### src/rtl/uart_rx_pkg.sv
package uart_rx_pkg;

  typedef enum logic {
    RX_IDLE = 1'b0,
    RX_RUN  = 1'b1
  } rx_state_e;

  // two-of-three majority
  function automatic logic vote3(input logic a, input logic b, input logic c);
    return (a & b) | (a & c) | (b & c);
  endfunction

  // acceptance rule for a finished frame
  function automatic logic accept_ok(input logic en, input logic pend,
                                     input logic filt, input logic qual);
    return en & ~pend & (~filt | qual);
  endfunction

endpackage

### src/rtl/uart_rx_sync.sv
module uart_rx_sync #(
  parameter int STAGES = 2,
  parameter logic RST_VAL = 1'b1
) (
  input  logic clk,
  input  logic rst_n,
  input  logic d,
  output logic q
);
  logic [STAGES-1:0] chain;

  always_ff @(posedge clk or negedge rst_n) begin
    if (!rst_n) chain <= {STAGES{RST_VAL}};
    else        chain <= {chain[STAGES-2:0], d};
  end

  assign q = chain[STAGES-1];
endmodule

### src/rtl/uart_rx_sampler.sv
module uart_rx_sampler
  import uart_rx_pkg::*;
#(
  parameter int OSR = 16
) (
  input  logic clk,
  input  logic rst_n,
  input  logic restart,
  input  logic active,
  input  logic os_tick,
  input  logic rx_s,
  output logic bit_valid,
  output logic bit_val
);
  localparam int CW     = $clog2(OSR);
  localparam int MID    = OSR / 2;
  localparam int SAMP_A = MID - 1;
  localparam int SAMP_B = MID;
  localparam int SAMP_C = MID + 1;

  logic [CW-1:0] cnt, cnt_nxt;
  logic          smp_a, smp_b;

  assign cnt_nxt = (cnt == CW'(OSR - 1)) ? '0 : cnt + 1'b1;

  always_ff @(posedge clk or negedge rst_n) begin
    if (!rst_n) begin
      cnt   <= '0;
      smp_a <= 1'b1;
      smp_b <= 1'b1;
    end else if (restart) begin
      cnt <= '0;
    end else if (active && os_tick) begin
      cnt <= cnt_nxt;
      if (cnt_nxt == CW'(SAMP_A)) smp_a <= rx_s;
      if (cnt_nxt == CW'(SAMP_B)) smp_b <= rx_s;
    end
  end

  // third sample is taken live; the bit is decided on that tick
  assign bit_valid = active & os_tick & (cnt_nxt == CW'(SAMP_C));
  assign bit_val   = vote3(smp_a, smp_b, rx_s);
endmodule

### src/rtl/uart_rx_frame.sv
module uart_rx_frame
  import uart_rx_pkg::*;
#(
  parameter int DATA_W = 8
) (
  input  logic              clk,
  input  logic              rst_n,
  input  logic              rx_enable,
  input  logic              long_frame,
  input  logic              addr_filter,
  input  logic              rx_pend,
  input  logic              rx_s,
  input  logic              bit_valid,
  input  logic              bit_val,
  output logic              start_evt,
  output logic              running,
  output logic              accept_evt,
  output logic [DATA_W-1:0] data_byte,
  output logic              qual_bit
);
  localparam int IW         = $clog2(DATA_W + 3);
  localparam int DECIDE_IDX = DATA_W + 1;
  localparam int SHORT_LAST = DATA_W + 1;
  localparam int LONG_LAST  = DATA_W + 2;

  rx_state_e         state;
  logic [IW-1:0]     idx;
  logic [IW-1:0]     last_idx;
  logic              mode_long;
  logic              prev_s;
  logic              fall;
  logic [DATA_W-1:0] shreg;
  logic              at_data;

  assign fall       = prev_s & ~rx_s;
  assign running    = (state == RX_RUN);
  assign start_evt  = (state == RX_IDLE) & rx_enable & fall;
  assign last_idx   = mode_long ? IW'(LONG_LAST) : IW'(SHORT_LAST);
  assign at_data    = (idx >= IW'(1)) && (idx <= IW'(DATA_W));
  assign accept_evt = running & bit_valid & (idx == IW'(DECIDE_IDX)) &
                      accept_ok(rx_enable, rx_pend, addr_filter, bit_val);
  assign data_byte  = shreg;
  assign qual_bit   = bit_val;

  always_ff @(posedge clk or negedge rst_n) begin
    if (!rst_n) prev_s <= 1'b1;
    else        prev_s <= rx_s;
  end

  always_ff @(posedge clk or negedge rst_n) begin
    if (!rst_n) begin
      state     <= RX_IDLE;
      idx       <= '0;
      mode_long <= 1'b0;
      shreg     <= '0;
    end else begin
      case (state)
        RX_IDLE: begin
          if (start_evt) begin
            state     <= RX_RUN;
            idx       <= '0;
            mode_long <= long_frame;
          end
        end
        RX_RUN: begin
          if (!rx_enable) begin
            state <= RX_IDLE;                         // abandon
          end else if (bit_valid) begin
            if (idx == '0 && bit_val) begin
              state <= RX_IDLE;                       // false start
            end else if (idx == last_idx) begin
              state <= RX_IDLE;                       // mid stop bit
            end else begin
              idx <= idx + 1'b1;
            end
            if (at_data) shreg <= {bit_val, shreg[DATA_W-1:1]};  // LSB first
          end
        end
        default: state <= RX_IDLE;
      endcase
    end
  end
endmodule

### src/rtl/uart_os_rx.sv
module uart_os_rx
  import uart_rx_pkg::*;
#(
  parameter int DATA_W    = 8,
  parameter int OSR       = 16,
  parameter int SYNC_STGS = 2
) (
  input  logic              clk,
  input  logic              rst_n,
  input  logic              os_tick,
  input  logic              rx_in,
  input  logic              rx_enable,
  input  logic              long_frame,
  input  logic              addr_filter,
  input  logic              clr_done,
  output logic [DATA_W-1:0] rx_data,
  output logic              rx_bit9,
  output logic              rx_done
);
  logic              rx_s;
  logic              start_evt;
  logic              running;
  logic              bit_valid;
  logic              bit_val;
  logic              accept_evt;
  logic              qual_bit;
  logic [DATA_W-1:0] data_byte;

  uart_rx_sync #(.STAGES(SYNC_STGS), .RST_VAL(1'b1)) u_sync (
    .clk (clk),
    .rst_n (rst_n),
    .d (rx_in),
    .q (rx_s)
  );

  uart_rx_sampler #(.OSR(OSR)) u_smp (
    .clk       (clk),
    .rst_n     (rst_n),
    .restart   (start_evt),
    .active    (running),
    .os_tick   (os_tick),
    .rx_s      (rx_s),
    .bit_valid (bit_valid),
    .bit_val   (bit_val)
  );

  uart_rx_frame #(.DATA_W(DATA_W)) u_frm (
    .clk         (clk),
    .rst_n       (rst_n),
    .rx_enable   (rx_enable),
    .long_frame  (long_frame),
    .addr_filter (addr_filter),
    .rx_pend     (rx_done),
    .rx_s        (rx_s),
    .bit_valid   (bit_valid),
    .bit_val     (bit_val),
    .start_evt   (start_evt),
    .running     (running),
    .accept_evt  (accept_evt),
    .data_byte   (data_byte),
    .qual_bit    (qual_bit)
  );

  // output registers: R1 reset, R8 hold on reject, R10 sticky flag
  always_ff @(posedge clk or negedge rst_n) begin
    if (!rst_n) begin
      rx_data <= '0;
      rx_bit9 <= 1'b0;
      rx_done <= 1'b0;
    end else begin
      if (accept_evt) begin
        rx_data <= data_byte;
        rx_bit9 <= qual_bit;
        rx_done <= 1'b1;
      end else if (clr_done) begin
        rx_done <= 1'b0;
      end
    end
  end
endmodule

### config.mk
export PLATFORM = sky130hd
export DESIGN_NAME = uart_os_rx
export DESIGN_NICKNAME = d
export VERILOG_FILES = /design/src/rtl/uart_rx_pkg.sv /design/src/rtl/uart_rx_sync.sv /design/src/rtl/uart_rx_sampler.sv /design/src/rtl/uart_rx_frame.sv /design/src/rtl/uart_os_rx.sv
export SDC_FILE = /design/constraint.sdc
export NUM_CORES = 1
export LEC_CHECK = 0
export BUFFER_PORTS_ARGS = -buffer_cell sky130_fd_sc_hd__clkbuf_2
export CORE_ASPECT_RATIO = 1.5
export CORE_MARGIN = 5
export CORE_UTILIZATION = 51
export DETAILED_ROUTE_END_ITERATION = 10
export GPL_ROUTABILITY_DRIVEN = 0
export PLACE_DENSITY_LB_ADDON = 0.12
export RECOVER_POWER = 25
export SKIP_LAST_GASP = 1
export SYNTH_ARGS = -nofsm -noshare
export SYNTH_HDL_FRONTEND = slang
export SYNTH_SLANG_ARGS = --single-unit
### constraint.sdc
create_clock -name clk -period 2 [get_ports clk]
set_input_delay 0.1 -clock clk [delete_from_list [all_inputs] [get_ports clk]]
set_output_delay 0.1 -clock clk [all_outputs]
set_load 0.02 [all_outputs]
==> results of run 1 <==
==> metrics by stage <==
step	total power, mW	instances	area (um^2)	hold slack [ns]	worst slack (ns)
after floorplan	0.8244	130	1614	-0.1956	0.01165
after global placement	0.8927	190	1793	0.1872	0.06645
after detailed placement	0.9030	190	1793	0.1889	0.01627
after CTS	1.559	200	1929	0.001977	0.009760
after global routing	1.628	201	1932	0.009804	-0.02837
final	1.534	201	1932	0.01019	0.05832
==> layout make-up <==
type	count	area [um^2]	share of cell area, %
Sequential cell	33	832.0	43.07
Multi-Input combinational cell	85	734.5	38.02
Clock buffer	7	86.33	4.469
Tap cell	40	50.05	2.591
Clock inverter	1	30.03	1.554
Inverter	7	26.28	1.360
Timing Repair Buffer	28	172.7	8.938
==> tightest hold or removal path, delay by kind of cell <==
family	cells	cell delay, ns
buffers and inverters	1	0.08
and+or+nand+nor	2	0.09
==> layer usage <==
layer  global-route usage [%]  share of wire, %  vias to the layer above
met2                    26.66                54                       29
li1                         -                 -                      522
met4                    8.789               2.7                        0
met1                    17.24                38                      509
met3                    4.553               4.5                       10
met5                        0                 0                        -
==> what timing repair did <==
action | 4_1_cts | 5_1_grt
hold buffers | 2 | 0
gates resized for setup | 0 | 1
endpoints found under the setup margin | 0 | 8
buffers inserted | 0 | 1
endpoints found under the hold margin | 29 | 0
==> logic make-up (layout without fill, tap and decap cells) <==
| group | Yosys count | after routing |
|---|---|---|
| xor+xnor | 2 | 2 |
| flops | 33 | 33 |
| buf+inv | 12 | 43 |
| mux | 19 | 19 |
| compound gates | 19 | 19 |
| simple gates | 37 | 37 |
| fa+ha+maj | 8 | 8 |
==> power breakdown <==
part | internal [mW] | leakage [nW] | switching, mW
clock network | 0.406 | 0.0585 | 0.234
logic | 0.0767 | 0.446 | 0.0961
registers | 0.699 | 0.439 | 0.0224
==> final timing paths <==
kind	from	to	slack (ns)	cells past startpoint
hold reg to reg	u_sync.chain[0]	u_sync.chain[1]	0.36	0
hold / removal	long_frame	u_frm.mode_long	0.01	3
min in group asynchronous	rst_n	u_frm.data_byte[1]	0.43	2
setup reg to reg	u_smp.cnt[0]	rx_data[3]	0.06	7
setup / recovery	u_smp.cnt[0]	rx_data[3]	0.06	7
max in group asynchronous	rst_n	rx_data[1]	1.06	2
==> layout by cell type, fill, tap and decap left out, types with 2 or more instances in the layout <==
| cell type | synthesis | routed |
|---|---|---|
| nor3_1 | 2 | 2 |
| a22oi_1 | 2 | 2 |
| and3_1 | 2 | 2 |
| dfstp_2 | 5 | 4 |
| dlygate4sd3_1 | 0 | 2 |
| nor2_1 | 5 | 5 |
| mux2_4 | 9 | 9 |
| ha_1 | 7 | 7 |
| nand4_1 | 2 | 2 |
| a21o_1 | 4 | 4 |
| clkbuf_1 | 3 | 11 |
| a31o_2 | 2 | 2 |
| nand3_1 | 5 | 5 |
| and3b_1 | 2 | 2 |
| clkbuf_2 | 0 | 7 |
| nand2_1 | 8 | 8 |
| dfrtp_1 | 28 | 28 |
| inv_1 | 7 | 7 |
| nor3b_1 | 3 | 3 |
| buf_4 | 0 | 8 |
| mux2_2 | 10 | 10 |
| o21ai_0 | 4 | 4 |
| clkbuf_8 | 0 | 6 |
==> sequential cells by signal, summed over array words and instances, names as in the netlist <==
signal           count
u_smp.smp_a          1
rx_bit9              1
u_frm.prev_s         1
u_frm.data_byte      8
rx_data              8
rx_done              1
u_frm.mode_long      1
u_frm.idx            4
u_smp.smp_b          1
u_sync.chain         2
u_smp.cnt            4
u_frm.running        1
==> impl_metrics.ini, run 1 <==
[global_routing]
grt_remaining_overflow = 0
grt_pass1_vias = 1147
grt_max_degree = 34
antenna_found_initial = 0
grt_pass1_wl_mm = 5.257
grt_usage_pct = 15.61

[yosys]
yosys_register_bits = 33
synthAdderAreaFrac_pct = 6.051
synth_top_family_by_area = multiplexers
synth.net_count = 145
async_flop_share_pct = 100.0
yosysMostFrequentCell = dfrtp_1
synth.area.top_cells = dfrtp_1 43%, mux2_4 8.4%, dfstp_2 8.1%
yosys-top-cells-count = 28 x dfrtp_1, 10 x mux2_2, 9 x mux2_4
synthXorXnorAreaFrac_pct = 1.086
synth-simple-area-share_pct = 13.81
postSynthAreaPerCell_um2 = 12.41
ys_warn_count = 0
synth_compound_area_share_pct = 8.766
yosys-mux-area-fraction_pct = 15.36
netlist_area_mm2 = 0.001613
synthCells = 130
ys_types = 39
ys_seq_area_share_pct = 51.59
synth_top_cell_by_area = dfrtp_1
netlist.area_leader.share_pct = 43.44
synth_edf_count = 0
yosys_most_used_dff = dfrtp_1

[cells_and_area]
drive_gt1_share_pct = 31.06
areaGrowthSynthToFinish_pct = 19.78
fin_nets = 175
fin_util_pct = 62.38
fillers = 244
diodes = 0

[floorplan]
core_mm2 = 0.003097
die_w_um = 55.92
dieArea_mm2 = 0.004410
io_pins = 18
dieHeight_um = 78.88
row_count = 25
initial_utilization_pct = 52.08

[setup_path]
path_buf_inv = 1
end_kind = flip-flop
cp_max_fo = 10
cp_top_family = simple AND/OR/NAND/NOR gates
cp_data_arrival_time_ns = 2.11
required_ns = 2.17
cp_cell_sequence = ha_1, nor3b_1, a31o_1, nor2b_4, and3_1, buf_12, mux2_4
criticalPathCategory = flip-flop to flip-flop
crit_path_max_incr_delay_ns = 0.39
worst_setup_path_start_kind = flip-flop
crit_slowest_cell = dfrtp_1

[placement]
port_buffers = 17
hpwl_mm = 2.174

[sta]
setup_viol = 0
rsz0062_at_grt = yes
period_needed_ns = 1.942
max_freq_mhz = 515.0
post-route-period-util_pct = 97.08
drv_slew = 0
fin_skew_ns = 0.003901
tightest_slew_ns = 0.7937
max_slew_margin_pct = 47.09
finalSetupTns_ns = 0
hold_viol = 0

[route]
drcViolationCount = 0
drt_iter0_drc = 24
avgViaCountPerCell = 5.323
drtPass1Iterations = 5
wl_per_cell_um = 14.86
final_antenna_net_count = 0
num_vias = 1070
wl_mm = 2.986

[clock_network]
root_buffer = clkbuf_8
clk_pin_slew_ns = 0.07
cts_buffers = 5
clock_latency_ns = 0.28
clock_path_buffers = 2
cts.sinks = 33
tritoncts = built
h-tree-depth = 2

[pwr]
leakagePower_nw = 0.9427
powerDensity_mw_per_mm2 = 794.3
vdd_drop_max_uv = 645.3

[hold_path]
hold_class = primary input to flip-flop

[job]
max_cap_viol_count = 0

[run_status]
status = finished clean
Note: power is estimated with default switching activity, not from simulation.
==> inputs of run 2 (changes only) <==
- CORE_ASPECT_RATIO: 1.5 -> 0.8
==> run 2 against run 1 <==
Net effect:
- core utilization grew 1.8 points
- count of clock-buffer cells in the layout is the same
- sequential share of layout area shrank 0.71 points
- power shrank 0.79%
- non-clock buffer count grew 3
- die area shrank 0.37%
- highest routed layer unchanged
- global-route usage shrank 0.14 points
- critical path type unchanged
- worst setup slack gained 0.042 ns
- combinational power is essentially flat
- clock power shrank 1%
==> impl_metrics.ini, run 2 (synthesis gave the netlist of run 1 again) <==
[setup_path]
rr_worst_depth = 7
worst_setup_path_start_kind = flip-flop
criticalPathCategory = flip-flop to flip-flop
path_buf_inv = 1
required_ns = 2.16
cp_cell_sequence = ha_1, nor3b_2, a31o_1, nor2b_4, and3_4, buf_12, mux2_4
cp_top_family = simple AND/OR/NAND/NOR gates
cp_data_arrival_time_ns = 2.06
end_kind = flip-flop
cp.depth = 7
cp_max_fo = 10
crit_slowest_cell = dfrtp_1
crit_path_max_incr_delay_ns = 0.38

[pwr]
powerDensity_mw_per_mm2 = 774.9
vdd_drop_max_uv = 419.5
leakagePower_nw = 0.9612

[sta]
post-route-period-util_pct = 94.97
finalSetupTns_ns = 0
hold_viol = 0
tightest_slew_ns = 0.7946
drv_slew = 0
setup_viol = 0
rsz0062_at_grt = no
max_slew_margin_pct = 47.03
fin_skew_ns = 0.004202
period_needed_ns = 1.899
max_freq_mhz = 526.5

[floorplan]
dieArea_mm2 = 0.004394
row_count = 18
dieHeight_um = 60.30
die_w_um = 72.87
initial_utilization_pct = 52.66
io_pins = 18
core_mm2 = 0.003063

[route]
drcViolationCount = 0
num_vias = 1094
avgViaCountPerCell = 5.363
drtPass1Iterations = 6
wl_per_cell_um = 14.47
final_antenna_net_count = 0
drt_iter0_drc = 25
wl_mm = 2.951

[placement]
hpwl_mm = 2.175
place_inst = 192
port_buffers = 17

[clock_network]
root_buffer = clkbuf_8
tritoncts = built
clock_latency_ns = 0.27
clock_path_buffers = 2
h-tree-depth = 2
clk_pin_slew_ns = 0.06
cts_buffers = 5
cts.sinks = 33

[global_routing]
grt_remaining_overflow = 0
antenna_found_initial = 0
grt_pass1_wl_mm = 5.230
grt_usage_pct = 15.48
grt_max_degree = 34
grt_pass1_vias = 1164

[cells_and_area]
diodes = 0
drive_gt1_share_pct = 33.54
layout_commonest_cell = dfrtp_1
fillers = 249
areaGrowthSynthToFinish_pct = 21.80
fin_nets = 178
layout_common_cells = 28 x dfrtp_1, 11 x clkbuf_1, 11 x buf_4, 10 x mux2_2, 9 x mux2_4
stdcell_count = 204

[job]
max_cap_viol_count = 0

[run_status]
status = finished clean

[hold_path]
hold_class = primary input to flip-flop
whs_path_depth = 3
run 2: changes by cell type in the layout (fill, tap and decap cells not counted), sizes merged:
cell	previous run	this run
buf	9	12
run 2: through the flow:
stage / utilization [%] / setup WS (ns) / power (mW) / hold slack (ns) / area (um^2)
floorplan: - / 0.01165 / 0.8244 / -0.1956 / 1614
global placement: 59.03 / 0.09633 / 0.8927 / 0.1899 / 1808
detailed placement: 59.03 / 0.04222 / 0.8987 / 0.1976 / 1808
CTS: 63.48 / 0.007674 / 1.543 / 0.02415 / 1944
global route: 64.13 / 0.01385 / 1.609 / 0.04468 / 1964
finish: 64.13 / 0.1005 / 1.522 / 0.02920 / 1964
run 2: worst paths after layout:
kind | end | start | slack, ns
max | rx_data[2] | u_smp.cnt[0] | 0.10
min | u_frm.mode_long | long_frame | 0.03
max reg2reg | rx_data[2] | u_smp.cnt[0] | 0.10
min reg2reg | u_sync.chain[1] | u_sync.chain[0] | 0.36
max in group asynchronous | u_frm.idx[3] | rst_n | 1.06
min in group asynchronous | u_smp.cnt[2] | rst_n | 0.44
run 2: area by class of cell:
cell class	instances	area, um^2	share of cell area (%)
Sequential cell	33	832.0	42.36
Multi-Input combinational cell	85	744.5	37.90
Timing Repair Buffer	31	195.2	9.936
Clock buffer	7	86.33	4.395
Tap cell	40	50.05	2.548
Clock inverter	1	30.03	1.529
Inverter	7	26.28	1.338
run 2: repair_timing:
action                     in CTS  in global routing
hold buffers                    2                  0
setup endpoints to repair       0                 18
hold endpoints to repair       29                  0
gates resized for setup         0                  3
buffers inserted                0                  2
run 2: power breakdown:
| part | total, mW | internal [mW] | switching, mW |
|---|---|---|---|
| logic | 0.170 | 0.0780 | 0.0925 |
| registers | 0.721 | 0.699 | 0.0212 |
| clock network | 0.631 | 0.406 | 0.225 |
| total | 1.52 | 1.18 | 0.339 |
run 2: metal layers:
layer	track usage, %	up-vias	routed length (um)
met2	24.81	27	1422
met5	0	-	0
met1	21.10	531	1386
met3	4.034	4	124
li1	-	532	-
met4	3.947	0	17
run 2: worst reg2reg max path: stages, from the launching register on:
cell and delay, ns:
dfrtp_1 0.38, ha_1 0.24, nor3b_2 0.19, a31o_1 0.17, nor2b_4 0.17, and3_4 0.19, buf_12 0.14, mux2_4 0.30
